--- config.mk ---
export PLATFORM = sky130hd
export DESIGN_NAME = irq_snapshot_unit
export DESIGN_NICKNAME = d
export VERILOG_FILES = /design/src/rtl/irq_snapshot_unit.sv
export SDC_FILE = /design/constraint.sdc
export NUM_CORES = 1
export LEC_CHECK = 0
export CAP_MARGIN = 0
export CELL_PAD_IN_SITES_DETAIL_PLACEMENT = 1
export CELL_PAD_IN_SITES_GLOBAL_PLACEMENT = 1
export CORE_UTILIZATION = 52
export DETAILED_ROUTE_END_ITERATION = 8
export DONT_BUFFER_PORTS = 1
export PLACE_DENSITY = 0.91
export SYNTH_ARGS = -nofsm -noshare
export SYNTH_HDL_FRONTEND = slang
export SYNTH_SLANG_ARGS = --single-unit
--- constraint.sdc ---
create_clock -name clk -period 2.8 [get_ports clk]
set_clock_uncertainty 0.05 [all_clocks]
set_input_delay 0.56 -clock clk [delete_from_list [all_inputs] [get_ports clk]]
set_output_delay 0.56 -clock clk [all_outputs]
set_load 0.005 [all_outputs]
--- src/rtl/irq_snapshot_unit.sv ---
module irq_snapshot_unit #(
  parameter int ADDR_W = 9,
  parameter int PTR_W  = 32,
  parameter logic [31:0] DEF_MASK = 32'h1111_1F3F
) (
  input  logic              clk,
  input  logic              rst_n,
  input  logic [31:0]       evt_i,
  input  logic              rd_en,
  input  logic              wr_en,
  input  logic [ADDR_W-1:0] addr,
  input  logic [31:0]       wdata,
  output logic [31:0]       rdata,
  input  logic [PTR_W-1:0]  rx_ptr_i,
  input  logic [PTR_W-1:0]  tx_ptr_i,
  output logic [PTR_W-1:0]  rx_ptr_hold_o,
  output logic [PTR_W-1:0]  tx_ptr_hold_o,
  output logic              irq_o
);
  localparam logic [ADDR_W-1:0] OFF_STAT = ADDR_W'(12'h000);
  localparam logic [ADDR_W-1:0] OFF_EN   = ADDR_W'(12'h004);
  localparam logic [ADDR_W-1:0] OFF_HOLD = ADDR_W'(12'h018);

  logic [31:0] status_q, en_q, hold_q;
  logic [31:0] evt_m;
  logic        clr_rd;

  assign evt_m  = evt_i & DEF_MASK;
  assign clr_rd = rd_en && (addr == OFF_STAT);
  assign irq_o  = |(status_q & en_q);

  always_ff @(posedge clk or negedge rst_n) begin
    if (!rst_n) begin
      status_q      <= '0;
      en_q          <= '0;
      hold_q        <= '0;
      rx_ptr_hold_o <= '0;
      tx_ptr_hold_o <= '0;
      rdata         <= '0;
    end else begin
      status_q <= clr_rd ? evt_m : (status_q | evt_m);
      if (clr_rd) begin
        hold_q        <= status_q;
        rx_ptr_hold_o <= rx_ptr_i;
        tx_ptr_hold_o <= tx_ptr_i;
      end
      if (wr_en && addr == OFF_EN) en_q <= wdata & DEF_MASK;
      if (rd_en) begin
        case (addr)
          OFF_STAT: rdata <= status_q;
          OFF_EN:   rdata <= en_q;
          OFF_HOLD: rdata <= hold_q;
          default:  rdata <= '0;
        endcase
      end
    end
  end
endmodule


==> Yosys cells after proc, flatten, opt, wreduce, memory -nomap -nowiden <==
Cells that the tools add are included.
{ "totals": {"out_inout_bits": 97, "regBits": 175, "in_bits": 141} }
{ "classes": {"muxes": 2, "reduce_logical": 4, "eq_ne": 2, "bitwise": 2} }
{ "op_table": {"columns": ["op", "count"], "rows": [
  ["$pmux W32 S3", 1],
  ["$and A32 B29 Y32", 1],
  ["$mux W32", 1],
  ["$or A32 B29 Y32", 1],
  ["$reduce_or A32 Y1", 1],
  ["$eq A9 B3 Y1 const B", 1],
  ["$eq A9 B5 Y1 const B", 1],
  ["$logic_not A9 Y1", 1],
  ["$logic_and A1 B1 Y1", 2]
]} }

==> Depth between registers and ports, before layout <==
{ "logic_depth": {"ltp_word": 3, "ltp_mapped": 6, "ltp_nobuf": 3} }

==> Least setup slack after synthesis <==
OpenSTA, ideal clock, no wires.
{ "synth_path": {"path_kind": "input port to flip-flop", "from": "input addr[2]", "to": "register rdata[10]", "t_arrival_ps": 1686, "setup_ps": 135, "t_required_ps": 2615, "path_stages": 6, "path_buffers": 3, "setup_slack_ps": 929, "path_cell_list": "buf_4 -> and3b_1 -> clkbuf_1 -> o2111ai_1 -> buf_2 -> o22ai_1"} }
{ "synth_via": {"elab_chain_len": 2, "elab_cells_between_ends": 4} }
{ "synth_lines": {"columns": ["item", "line_no", "rtl"], "rows": [
  ["start: declaration", "11", "input logic [ADDR_W-1:0] addr,"],
  ["$eq A9 B5 Y1, or another cell as far along", "49", "case (addr)"],
  ["$pmux W32 S3 *", "49", null],
  ["end signal: assignment", "50", "OFF_STAT: rdata <= status_q;"],
  ["end signal: assignment", "51", "OFF_EN: rdata <= en_q;"],
  ["end signal: assignment", "52", "OFF_HOLD: rdata <= hold_q;"],
  ["end: declaration", "13", "output logic [31:0] rdata,"]
]} }
Mark *: on every way between the ends. The rest lies on a longest branch, timed or not.
A chain may end at the register's enable or synchronous reset.

==> Final worst setup path <==
{ "layout_path": {"from": "register status_q[24]", "to": "output irq_o"} }
{ "layout_via": {"elab_chain_len": 2} }
{ "layout_lines": {"columns": ["item", "line_no", "rtl"], "rows": [
  ["start: declaration", "24", "logic [31:0] status_q, en_q, hold_q;"],
  ["start signal: assignment", "41", "status_q <= clr_rd ? evt_m : (status_q | evt_m);"],
  ["$and A32 B29 Y32", "30", "assign irq_o = |(status_q & en_q);"],
  ["$reduce_or A32 Y1", "30", null],
  ["end: declaration", "18", "output logic irq_o"]
]} }
Every way passes these cells.

==> results.toml <==
[timing]
fin_ws_ns = 0.4813
hold_slack_ns = -0.3083
finalHoldViolCount = 125
setup_total_negative_slack_ns = 0
fin_crit_ns = 2.319
fin_crit_sh_pct = 82.81
setup_violations = 0
rsz0062_at_grt = "no"
fmax_mhz = 431.3
relSlewSlack_pct = 48.01
finalMaxSlewViolations = 0
worstMarginPinSlew_ns = 0.7798

[placed_design]
gp_congestion = 0.7654
placed_cell_area_um2 = 5102
dp_hpwl_um = 7583
place_inst = 448
portBuffers = 0
dp_slack_ns = 0.8203

[global_route]
grt_pass1_wl_um = 17510
grt_overflow_total = 0
grt_pass1_vias = 3277
grt_usage_pct = 23.29
antenna_found_initial = 1
grt_max_degree = 126

[cts]
clk_pin_slew_ns = 0.07
post-cts-setup-buffer-count = 0
ctsResizeCount = 0
cts_made_buffers = 17
cts_tree = "built"
cts_buffer_depth = 2
clk_latency_ns = 0.51
cts-root-buf = "clkbuf_8"
htree_levels = 4
clock-sinks = 125

[critical_path]
cp_max_fo = 4
cp-end-kind = "output pin"
r2r_start = "status_q[4]"
crit_start = "status_q[24]"
cp-start-kind = "flop"
rrSetupSlack_ns = 1.56
rr_worst_depth = 3
worstSetupPathType = "reg2out"
r2r_end = "rdata[4]"
critPathArrivalTime_ns = 1.71
crit_required_ns = 2.19

[synth]
synthCells = 349
yosys_warnings = 0
synth_cell_types = 26
synth_area_um2 = 5127
synth_nets = 490
synth.ff_latch_count = 125
avgSynthCellArea_um2 = 14.69
synth.yosys.seq_area_share_pct = 61.01

[routing]
routed_wl_um = 11710
drt_iter0_markers = 105
wl_per_cell_um = 24.24
vias = 2847
drc = 0
drt-vias-per-instance = 5.894
drt_pre_antenna_iters = 4
antenna_left = 0

[finish]
final_cell_mix = "dfrtp_1 (125), mux2_2 (109), a22oi_1 (18)"
fillers = 868
layout_commonest_cell = "dfrtp_1"
area_delta_synth_final_pct = 10.98
layout-drive-gt1-share_pct = 42.17
final_area_um2 = 5690
fin_nets = 479
final-seq-area_um2 = 3128
multi_input_area_um2 = 1707
finish.utilization_pct = 60.44
final_cells = 483

[pwr]
cellPowerDensity_nw_per_um2 = 721.4
swShare_pct = 23.73
seqPwrFrac_pct = 45.8
netSwitchingPower_w = 0.0009739
p_comb_share_pct = 2.4
p_int_w = 0.003131
peakVddDrop_mv = 0.4315
p_clk_share_pct = 51.9
p_leak_nw = 2.709

[floorplan]
die_height_um = 101.3
ios = 238
start_util_pct = 54.46
core_um2 = 9415
die-area_um2 = 10260
rows = 35
dieWidth_um = 101.3

[outcome]
violations = "hold timing"
outcome = "complete, but fails checks"

[min_path]
min_path_type = "in2async"

[job]
max_cap_violations = 0
==> cells in the mapped netlist, drive strengths merged <==
library cell,n,share of area [%]
o22ai,15,1.8
a221oi,1,0.17
a22oi,18,2.6
nor2b,1,0.12
nor4,1,0.41
nor2,2,0.15
dfrtp,125,61
a222oi,1,0.20
nor3,1,0.098
o2111ai,1,0.17
inv,15,1.1
and3,1,0.12
a21oi,1,0.098
and3b,1,0.17
and4b,1,0.20
a22o,1,0.17
a21o,15,2.2
clkbuf,7,0.51
mux2,109,24
nand4,3,0.49
and2,1,0.12
buf,28,4.1
==> worst max-delay path by stage <==
| stage | to | slack (ns) |
|---|---|---|
| after floorplan | rdata[10] | 0.93 |
| after global placement | rdata[4] | 0.85 |
| after detailed placement | rdata[4] | 0.82 |
| after CTS | irq_o | 0.41 |
| after global routing | irq_o | 0.36 |
| final | irq_o | 0.48 |
==> per-layer routing <==
layer / wire [um] / track usage (%) / vias up
li1: - / - / 1226
met1: 4178 / 25.28 / 1476
met2: 6316 / 40.19 / 122
met3: 917 / 8.351 / 23
met4: 295 / 12.04 / 0
met5: 0 / 0 / -
==> final cells by class <==
class | instances | share of cell area [%]
clock inverter | 15 | 2.924
tap | 129 | 2.836
multi-input combinational | 174 | 29.99
inverter | 15 | 0.9894
timing repair buffer | 5 | 0.8795
clock buffer | 17 | 7.278
sequential | 125 | 54.97
antenna | 3 | 0.1319
==> worst max-delay path, stage by stage (launching register included) <==
cell      delay, ns
dfrtp_1        0.42
a22o_1         0.25
a221oi_1       0.31
nand4_1        0.23
==> power groups by stage <==
stage | registers (W) | logic [W] | clock network [W]
finish | 0.00188 | 0.0000974 | 0.00213
global route | 0.00188 | 0.000106 | 0.00224
detailed placement | 0.00191 | 0.0000940 | 0
CTS | 0.00188 | 0.0000983 | 0.00216
global placement | 0.00191 | 0.0000894 | 0
floorplan | 0.00190 | 0.0000864 | 0
==> registers in the layout, summed over array words and instances (netlist names) <==
signal and flops:
hold_q 15, rdata 16, status_q 15, tx_ptr_hold_o 32
rx_ptr_hold_o 32, en_q 15
==> per-stage QoR <==
stage               hold WS [ns]  total power [W]
finish                   -0.3083         0.004105
global route             -0.3353         0.004229
CTS                      -0.3321         0.004140
detailed placement        0.2162         0.002006
global placement          0.2164         0.001998
floorplan                 0.2144         0.001987
==> kinds of logic (layout without fill, tap and decap cells) <==
family / after synthesis / after routing / synth area share (%)
compound gates: 53 / 53 / 7.467
buf+inv: 50 / 52 / 5.710
flops: 125 / 125 / 61.01
mux: 109 / 109 / 23.94
other cells: 0 / 3 / 0
simple gates: 12 / 12 / 1.879
No activity file was read; power rests on OpenSTA's default activity.
